## src/rtl/fwi_pkg.sv

```systemverilog
package fwi_pkg;
    localparam int EVW       = 12;
    localparam int XFW       = 8;
    localparam int LVLW      = 3;
    localparam int BIT_RX_WM = 1;
    localparam int BIT_TX_WM = 2;
    localparam int XFER_BASE = 4;
    localparam logic [EVW-1:0] VALID_BITS = 12'hFF6;

    typedef struct packed {
        logic [EVW-1:0] mask;
        logic [EVW-1:0] lat;
    } irq_state_t;

    typedef struct packed {
        logic flag;
    } wm_state_t;
endpackage

```

## src/rtl/fwi_level_quant.sv

```systemverilog
module fwi_level_quant #(
    parameter int DEPTH  = 16,
    parameter bit INVERT = 1'b0,
    localparam int CW    = $clog2(DEPTH + 1)
) (
    input  logic                   clk,
    input  logic                   rst_n,
    input  logic [CW-1:0]          count,
    output logic [fwi_pkg::LVLW-1:0] lvl
);
    localparam int AW = CW + 3;
    localparam logic [AW-1:0] Q1 = AW'(DEPTH);
    localparam logic [AW-1:0] Q2 = AW'(2 * DEPTH);
    localparam logic [AW-1:0] Q3 = AW'(3 * DEPTH);

    logic [CW-1:0] amount;
    logic [AW-1:0] amount_x4;

    generate
        if (INVERT) begin : g_empty
            assign amount = CW'(DEPTH) - count;
        end else begin : g_full
            assign amount = count;
        end
    endgenerate

    assign amount_x4 = {3'b000, amount} << 2;

    always_comb begin
        if (amount == CW'(DEPTH))  lvl = 3'd4;
        else if (amount_x4 >= Q3)  lvl = 3'd3;
        else if (amount_x4 >= Q2)  lvl = 3'd2;
        else if (amount_x4 >= Q1)  lvl = 3'd1;
        else                       lvl = 3'd0;
    end

    AST_CNT_BOUND: assert property (@(posedge clk) disable iff (!rst_n)
        count <= CW'(DEPTH));
endmodule

```

## src/rtl/fwi_wm_hyst.sv

```systemverilog
module fwi_wm_hyst
    import fwi_pkg::*;
(
    input  logic            clk,
    input  logic            rst_n,
    input  logic [LVLW-1:0] lvl,
    input  logic [2:0]      urg_code,
    input  logic [1:0]      reg_code,
    output logic            flag_q,
    output logic            rise
);
    wm_state_t st_d, st_q;
    logic      urg_on;

    always_comb begin
        urg_on = (urg_code != 3'd0) && (urg_code <= 3'd4);
        st_d   = st_q;
        if (!urg_on)
            st_d.flag = 1'b0;
        else if (lvl >= urg_code)
            st_d.flag = 1'b1;
        else if (lvl <= {1'b0, reg_code})
            st_d.flag = 1'b0;
        rise = st_d.flag & ~st_q.flag;
    end

    always_ff @(posedge clk or negedge rst_n) begin
        if (!rst_n) st_q <= '0;
        else        st_q <= st_d;
    end

    assign flag_q = st_q.flag;

    AST_URG_OFF: assert property (@(posedge clk) disable iff (!rst_n)
        (urg_code == 3'd0) |=> !flag_q);
    AST_URG_SET: assert property (@(posedge clk) disable iff (!rst_n)
        (urg_code != 3'd0 && urg_code <= 3'd4 && lvl >= urg_code) |=> flag_q);
    AST_HYST_HOLD: assert property (@(posedge clk) disable iff (!rst_n)
        (flag_q && urg_code != 3'd0 && urg_code <= 3'd4 && lvl > {1'b0, reg_code}) |=> flag_q);
endmodule

```

## src/rtl/fwi_irq_regs.sv

```systemverilog
module fwi_irq_regs
    import fwi_pkg::*;
(
    input  logic           clk,
    input  logic           rst_n,
    input  logic [EVW-1:0] evt,
    input  logic           mask_set_we,
    input  logic           mask_clr_we,
    input  logic           lat_clr_we,
    input  logic [EVW-1:0] wr_data,
    output logic [EVW-1:0] mask_q,
    output logic [EVW-1:0] lat_q,
    output logic           irq
);
    irq_state_t     st_d, st_q;
    logic [EVW-1:0] wr_valid;

    always_comb begin
        wr_valid = wr_data & VALID_BITS;
        st_d     = st_q;
        if (mask_clr_we) st_d.mask = st_d.mask & ~wr_valid;
        if (mask_set_we) st_d.mask = st_d.mask | wr_valid;
        if (lat_clr_we)  st_d.lat  = st_d.lat & ~wr_valid;
        st_d.lat = st_d.lat | (evt & VALID_BITS);
    end

    always_ff @(posedge clk or negedge rst_n) begin
        if (!rst_n) st_q <= '0;
        else        st_q <= st_d;
    end

    assign mask_q = st_q.mask;
    assign lat_q  = st_q.lat;
    assign irq    = |(st_q.mask & st_q.lat);

    AST_MASK_SET: assert property (@(posedge clk) disable iff (!rst_n)
        mask_set_we |=> ((mask_q & $past(wr_data & VALID_BITS)) == $past(wr_data & VALID_BITS)));
    AST_MASK_HOLD: assert property (@(posedge clk) disable iff (!rst_n)
        (!mask_set_we && !mask_clr_we) |=> $stable(mask_q));
    AST_LAT_STICKY: assert property (@(posedge clk) disable iff (!rst_n)
        !lat_clr_we |=> ((lat_q & $past(lat_q)) == $past(lat_q)));
    AST_EVT_WINS: assert property (@(posedge clk) disable iff (!rst_n)
        1'b1 |=> ((lat_q & $past(evt & VALID_BITS)) == $past(evt & VALID_BITS)));
    AST_IRQ_QUIET: assert property (@(posedge clk) disable iff (!rst_n)
        ((lat_q & mask_q) == '0) |-> !irq);
endmodule

```

## src/rtl/fifo_wm_irq.sv

```systemverilog
module fifo_wm_irq
    import fwi_pkg::*;
#(
    parameter int RX_DEPTH = 16,
    parameter int TX_DEPTH = 16,
    localparam int RCW     = $clog2(RX_DEPTH + 1),
    localparam int TCW     = $clog2(TX_DEPTH + 1)
) (
    input  logic            clk,
    input  logic            rst_n,
    input  logic [RCW-1:0]  rx_count,
    input  logic [TCW-1:0]  tx_count,
    input  logic [2:0]      rx_urg_code,
    input  logic [1:0]      rx_reg_code,
    input  logic [2:0]      tx_urg_code,
    input  logic [1:0]      tx_reg_code,
    input  logic [7:0]      xfer_evt,
    input  logic            mask_set_we,
    input  logic            mask_clr_we,
    input  logic            lat_clr_we,
    input  logic [11:0]     wr_data,
    output logic [2:0]      rx_lvl,
    output logic [2:0]      tx_lvl,
    output logic            rx_wm,
    output logic            tx_wm,
    output logic [11:0]     mask_q,
    output logic [11:0]     lat_q,
    output logic            irq
);
    logic           rx_rise, tx_rise;
    logic [EVW-1:0] evt;

    fwi_level_quant #(.DEPTH(RX_DEPTH), .INVERT(1'b0)) i_rx_quant (
        .clk(clk), .rst_n(rst_n), .count(rx_count), .lvl(rx_lvl));
    fwi_level_quant #(.DEPTH(TX_DEPTH), .INVERT(1'b1)) i_tx_quant (
        .clk(clk), .rst_n(rst_n), .count(tx_count), .lvl(tx_lvl));

    fwi_wm_hyst i_rx_wm (
        .clk(clk), .rst_n(rst_n), .lvl(rx_lvl), .urg_code(rx_urg_code),
        .reg_code(rx_reg_code), .flag_q(rx_wm), .rise(rx_rise));
    fwi_wm_hyst i_tx_wm (
        .clk(clk), .rst_n(rst_n), .lvl(tx_lvl), .urg_code(tx_urg_code),
        .reg_code(tx_reg_code), .flag_q(tx_wm), .rise(tx_rise));

    always_comb begin
        evt = '0;
        evt[BIT_RX_WM] = rx_rise;
        evt[BIT_TX_WM] = tx_rise;
        for (int k = 0; k < XFW; k++)
            evt[XFER_BASE + k] = xfer_evt[k];
    end

    fwi_irq_regs i_regs (
        .clk(clk), .rst_n(rst_n), .evt(evt), .mask_set_we(mask_set_we),
        .mask_clr_we(mask_clr_we), .lat_clr_we(lat_clr_we), .wr_data(wr_data),
        .mask_q(mask_q), .lat_q(lat_q), .irq(irq));

    AST_RISE_LATCH: assert property (@(posedge clk) disable iff (!rst_n)
        $rose(rx_wm) |-> lat_q[BIT_RX_WM]);
endmodule

```

## config.mk

```make
export PLATFORM = sky130hd
export DESIGN_NAME = fifo_wm_irq
export DESIGN_NICKNAME = d
export VERILOG_FILES = /design/src/rtl/fwi_pkg.sv /design/src/rtl/fwi_level_quant.sv /design/src/rtl/fwi_wm_hyst.sv /design/src/rtl/fwi_irq_regs.sv /design/src/rtl/fifo_wm_irq.sv
export SDC_FILE = /design/constraint.sdc
export NUM_CORES = 1
export LEC_CHECK = 0
export BUFFER_PORTS_ARGS = -buffer_cell sky130_fd_sc_hd__buf_4
export CAP_MARGIN = 25
export CORE_ASPECT_RATIO = 1.25
export CORE_MARGIN = 2
export CORE_UTILIZATION = 44
export DETAILED_ROUTE_END_ITERATION = 12
export PLACE_DENSITY = 0.77
export SLEW_MARGIN = 20
export SYNTH_ARGS = -nofsm -noshare
export SYNTH_HDL_FRONTEND = slang
export SYNTH_SLANG_ARGS = --single-unit
```

## constraint.sdc

```tcl
create_clock -name clk -period 1.18 [get_ports clk]
set_input_delay 0.059 -clock clk [delete_from_list [all_inputs] [get_ports clk]]
set_output_delay 0.059 -clock clk [all_outputs]
set_load 0.02 [all_outputs]
```

## After elaboration in Yosys (flattened, before gate mapping)

Index checks and enable logic that the tools add are counted.

- Register bits after elaboration: 26
- Bits of input ports: 45
- Output and inout port bits: 33
- Logic and storage cells: 51

- $add $sub $neg: 1
- $lt $le $gt $ge: 12
- Equality and inequality tests: 2
- Multiplexer cells: 17
- Bitwise gates (word level): 10
- Reduce and logical (&&, ||, !) cells: 5

Operators by type and width:

| operator | count |
|---|---|
| bitwise AND 12 bit | 3 |
| 2-to-1 mux 12 bit | 3 |
| >= comparator 7 x 6 -> 1 bit, second input constant | 4 |
| OR 12 bit | 2 |
| 2-to-1 mux 3 bit | 6 |
| >= comparator 7 x 5 -> 1 bit, second input constant | 2 |
| inverter 12 bit | 1 |
| OR reduction 12 bit | 1 |
| equality test 5 bit, second input constant | 2 |
| 2-to-1 mux 1 bit | 8 |
| >= comparator 3 bit | 2 |
| <= comparator 3 x 2 -> 1 bit | 2 |
| <= comparator 3 bit, second input constant | 2 |
| nonzero test 3 bit | 2 |
| subtractor 5 bit, first input constant | 1 |
| bitwise AND 1 bit | 2 |
| logical AND 1 bit | 2 |
| inverter 1 bit | 2 |

## Logic depth before layout (Yosys ltp)

- Depth after elaboration: 12
- Mapped depth: 10
- Mapped depth without buffers: 10

## Modules after synthesis

A second synthesis with hierarchy kept.

- Cell total of the unflattened synthesis: 148
- Area total of the unflattened synthesis: 1405.1 um^2

By module, submodules not included:

| module | instances | cells each | area each (um^2) | sequential area each (um^2) |
|---|---|---|---|---|
| fwi_irq_regs | 1 | 74 | 840.8 | 500.5 |
| fwi_wm_hyst | 2 | 20 | 170.2 | 25.0 |
| fwi_level_quant (i_tx_quant) | 1 | 27 | 186.4 | 0.0 |
| fwi_level_quant (i_rx_quant) | 1 | 6 | 33.8 | 0.0 |
| fifo_wm_irq | 1 | 1 | 3.8 | 0.0 |

## Worst setup path before layout

No wires, ideal clock.

- Path type: input port to flip-flop
- Start point: input tx_count[0]
- End point: register i_tx_wm.st_q (netlist: i_tx_wm.flag_q)
- Setup time: 136 ps
- Arrival: 1887 ps
- Required time: 1044 ps
- Slack: -843 ps
- Stages: 9
- Path buffers: 0
- Cell sequence: inv_1 -> ha_1 -> or4_1 -> nand2_1 -> a221o_1 -> ha_1 -> a21o_1 -> a211oi_1 -> a311oi_1

- Elaborated cells on any way between the ends: 14
- Classes of those cells: add/sub: 1; order compare: 5; eq/ne: 1; mux: 7

RTL lines:

| element | line | source |
|---|---|---|
| start: declaration | fifo_wm_irq.sv:12 | `input logic [TCW-1:0] tx_count,` |
| subtractor 5 bit * | fwi_level_quant.sv:21 | `assign amount = CW'(DEPTH) - count;` |
| >= comparator 7 x 6 -> 1 bit | fwi_level_quant.sv:32 | `else if (amount_x4 >= Q2) lvl = 3'd2;` |
| 2-to-1 mux 3 bit | fwi_level_quant.sv:32 |  |
| 2-to-1 mux 3 bit | fwi_level_quant.sv:31 | `else if (amount_x4 >= Q3) lvl = 3'd3;` |
| 2-to-1 mux 3 bit * | fwi_level_quant.sv:30 | `if (amount == CW'(DEPTH)) lvl = 3'd4;` |
| named net tx_lvl[1] | fifo_wm_irq.sv:23 | `output logic [2:0] tx_lvl,` |
| <= comparator 3 x 2 -> 1 bit | fwi_wm_hyst.sv:22 | `else if (lvl <= {1'b0, reg_code})` |
| 2-to-1 mux 1 bit | fwi_wm_hyst.sv:22 |  |
| 2-to-1 mux 1 bit * | fwi_wm_hyst.sv:20 | `else if (lvl >= urg_code)` |
| 2-to-1 mux 1 bit * | fwi_wm_hyst.sv:18 | `if (!urg_on)` |
| named net i_tx_wm.st_d | fwi_wm_hyst.sv:12 | `wm_state_t st_d, st_q;` |
| end signal: assignment | fwi_wm_hyst.sv:29 | `else st_q <= st_d;` |
| end: declaration | fwi_wm_hyst.sv:12 |  |

The timed path passes the listed nets; every way through them passes the cells marked *.

## Worst setup path in the final report

- Start point: input tx_count[0]
- End point: register i_tx_wm.st_q (netlist: i_tx_wm.flag_q)

- Word-level cells in the longest chain between the ends: 10
- Elaborated cells on any way between the ends: 14
- Classes of those cells: add/sub: 1; order compare: 5; eq/ne: 1; mux: 7

Ends and longest elaborated chain:

| element | line | source |
|---|---|---|
| subtractor 5 bit * | fwi_level_quant.sv:21 |  |
| >= comparator 7 x 5 -> 1 bit | fwi_level_quant.sv:33 | `else if (amount_x4 >= Q1) lvl = 3'd1;` |
| 2-to-1 mux 1 bit | fwi_level_quant.sv:33 |  |
| 2-to-1 mux 3 bit | fwi_level_quant.sv:32 |  |
| 2-to-1 mux 3 bit | fwi_level_quant.sv:31 |  |
| 2-to-1 mux 3 bit * | fwi_level_quant.sv:30 |  |
| <= comparator 3 x 2 -> 1 bit | fwi_wm_hyst.sv:22 |  |
| 2-to-1 mux 1 bit | fwi_wm_hyst.sv:22 |  |
| 2-to-1 mux 1 bit * | fwi_wm_hyst.sv:20 |  |
| 2-to-1 mux 1 bit * | fwi_wm_hyst.sv:18 |  |
| named net i_tx_wm.st_d | fwi_wm_hyst.sv:12 |  |

Marked as above.

==> flow_metrics.env <==
export IMPL_power_density_nw_per_um2=901
export IMPL_yosysSeqAreaShare_pct=39.3
export IMPL_slew_violations=0
export IMPL_rsz0062_at_grt="true"
export IMPL_synth_warning_count=0
export IMPL_tns_ns=-1.48
export IMPL_crit_slowest_cell="a221o_1"
export IMPL_period_share_pct=133
export IMPL_finalInstanceArea_um2=2500
export IMPL_max_stage_delay_ns=0.40
export IMPL_post_route_util_pct=83.3
export IMPL_grt_pass1_wl_mm=6.05
export IMPL_endpoint_kind="flop"
export IMPL_clk_latency_ns=0.30
export IMPL_required_ns=1.37
export IMPL_design_power_total_mw=2.25
export IMPL_status="finished, violations left"
export IMPL_path_cells="buf_12 -> inv_8 -> ha_4 -> nor2b_4 -> o22ai_2 -> a221o_1 -> ha_1 -> a21o_1 -> a211oi_2 -> a311oi_1"
export IMPL_critPathKind="input pin to flop"
export IMPL_gp_congestion=0.823
export IMPL_cp_start_kind="input pin"
export IMPL_fin_skew_ns=0.0000639
export IMPL_path_delay_family="compound AO/OA/AOI/OAI gates"
export IMPL_first_pass_iters=4
export IMPL_p_leak_nw=1.25
export IMPL_cts_sinks=22
export IMPL_clock_path_buffers=2
export IMPL_clock_fmax_mhz=637
export IMPL_violations="setup timing"
export IMPL_synthToLayoutAreaGrowth_pct=78.5
export IMPL_core_area_um2=3000
export IMPL_yosys_top_cells_count="nand2_1, dfrtp_1, ha_1, a22o_1, inv_1"
export IMPL_clockRootBuffer="clkbuf_4"
export IMPL_n_antenna_cell=0
export IMPL_synth_flop_cell="dfrtp_1"
export IMPL_finalWirelength_mm=4.09
export IMPL_grt_pass1_vias=1466
export IMPL_min_period_ns=1.57
export IMPL_r2r_setup_slack_ns=0.35
export IMPL_globalRouteTotalUtil_pct=22.9
export IMPL_dpl_cell_area_um2=2130
export IMPL_vias_per_cell=5.23
export IMPL_clk_pin_slew_ns=0.11
export IMPL_drt_iter0_drc=15
export IMPL_drcViolationCount=0
export IMPL_syn_inst=148
export IMPL_grt_max_degree=23
export IMPL_die_h_um=67.1
export IMPL_place_ws_ns=-0.729
export IMPL_routedWlPerCell_um=14.0
export IMPL_cap_viol_max_count=0
export IMPL_synth_edf_count=0
export IMPL_cts_tree="built"
export IMPL_ir_drop_mv=0.648
export IMPL_timing_final_hold_violations=0
export IMPL_placement_io_buffers=71
export IMPL_vias=1527
export IMPL_ys_seq_elements=22
export IMPL_synth_area_per_cell_um2=9.46
export IMPL_drive_above_1_share_pct=48.4
export IMPL_antenna_found_initial=0
export IMPL_synthesis_area_um2=1400
export IMPL_critPathBufInv=2
export IMPL_cts_inserted_buffers=3
export IMPL_pin_count=78
export IMPL_nets=314
export IMPL_synth_top_cell_area_share_pct=39.3
export IMPL_htreeDepth=1
export IMPL_synth_area_leaders="dfrtp_1, ha_1, nand2_1, a22o_1, a21o_1"
export IMPL_fin_ws_ns=-0.391
export IMPL_die_area_um2=3650
export IMPL_ys_types=36
export IMPL_ant_nets=0
export IMPL_fp_row_count=22
export IMPL_synth_most_common_cell="nand2_1"
export IMPL_hold_class="input pin to flop"
export IMPL_worstPathMaxFanout=6
export IMPL_initial_utilization_pct=46.7
export IMPL_cp_data_arrival_time_ns=1.76
export IMPL_fp_dieW_um=54.5
export IMPL_synthArstFlopShare_pct=100
export IMPL_hpwl_mm=2.96
export IMPL_gr_total_overflow=0
export IMPL_yosysTopAreaCell="dfrtp_1"
export IMPL_setup_viol=8
-- final timing paths --
check | start | endpoint | depth (start not counted)
setup / recovery | tx_count[0] | i_tx_wm.flag_q | 10
hold / removal | wr_data[6] | i_regs.mask_q[6] | 2
setup reg to reg | i_regs.mask_q[4] | i_regs.mask_q[4] | 2
hold reg to reg | i_regs.lat_q[7] | i_regs.lat_q[7] | 1
max in group asynchronous | rst_n | i_regs.lat_q[4] | 2
min in group asynchronous | rst_n | i_regs.mask_q[11] | 2
-- worst reg2reg max path: stages, from the launching register on --
cell,delay [ns]
dfrtp_1,0.41
buf_4,0.14
a22o_1,0.19
-- per-layer routing --
metal	wire length (µm)	global-route usage, %	up-vias
li1	-	-	737
met2	2280	43.4	55
met5	0	0	-
met3	218	1.57	6
met1	1520	23.9	729
met4	68	11.9	0
-- cells in the final DEF, fill, tap and decap left out, types with 2 or more instances in the layout --
cell type / Yosys / layout
a21o_1: 10 / 10
a21oi_2: 1 / 4
a22o_1: 11 / 11
a22oi_1: 3 / 3
buf_4: 4 / 81
buf_6: 0 / 9
clkbuf_4: 0 / 3
conb_1: 1 / 4
dfrtp_1: 22 / 21
dlygate4sd3_1: 0 / 17
ha_1: 12 / 10
ha_4: 0 / 2
inv_1: 11 / 7
inv_2: 0 / 2
nand2_1: 29 / 27
nand2_2: 0 / 2
nand2b_1: 6 / 3
nand2b_4: 0 / 3
nor2_1: 2 / 2
nor2b_4: 0 / 2
o22ai_2: 0 / 2
o31ai_1: 3 / 3
xnor2_1: 3 / 3
-- timing repair --
action / CTS / global route
pin swaps: 10 / 12
hold buffers: 15 / 2
endpoints found under the setup margin: 9 / 9
setup buffers: 2 / 2
resized for setup: 17 / 14
hold endpoints to repair: 36 / 2
-- cells by family (layout without fill, tap and decap cells) --
| kind of cell | Yosys count | in the layout | synth area share (%) |
|---|---|---|---|
| compound gates | 42 | 42 | 23.1 |
| xor+xnor | 4 | 4 | 2.50 |
| fa+ha+maj | 12 | 12 | 10.7 |
| buf+inv | 19 | 124 | 6.26 |
| flops | 22 | 22 | 39.3 |
| mux | 1 | 1 | 0.715 |
| other cells | 1 | 4 | 0.268 |
| simple gates | 47 | 47 | 17.1 |
-- power by group --
group	internal, mW	switching, mW
logic	0.497	0.433
clock network	0.189	0.222
registers	0.836	0.0752
-- flip-flops by register name (all words and copies together) (netlist names) --
name / flops
i_rx_wm.flag_q: 1
i_tx_wm.flag_q: 1
i_regs.mask_q: 10
i_regs.lat_q: 10
-- layout make-up --
cell class,count,area (µm²)
clock buffers,4,36.3
repair buffers,109,915
flip-flops and latches,22,552
well taps,36,45.0
inverters,11,53.8
fillers,173,502
multi-input cells,110,897
-- per-stage QoR --
| stage | std cells | hold slack (ns) |
|---|---|---|
| 2_1_floorplan | 151 | -0.237 |
| 3_3_place_gp | 267 | -0.0406 |
| 3_5_place_dp | 267 | -0.0415 |
| 4_1_cts | 288 | 0.000214 |
| 5_1_grt | 292 | 0.00417 |
| 6_report | 292 | 0.00861 |
Note: power is estimated with default switching activity, not from simulation.
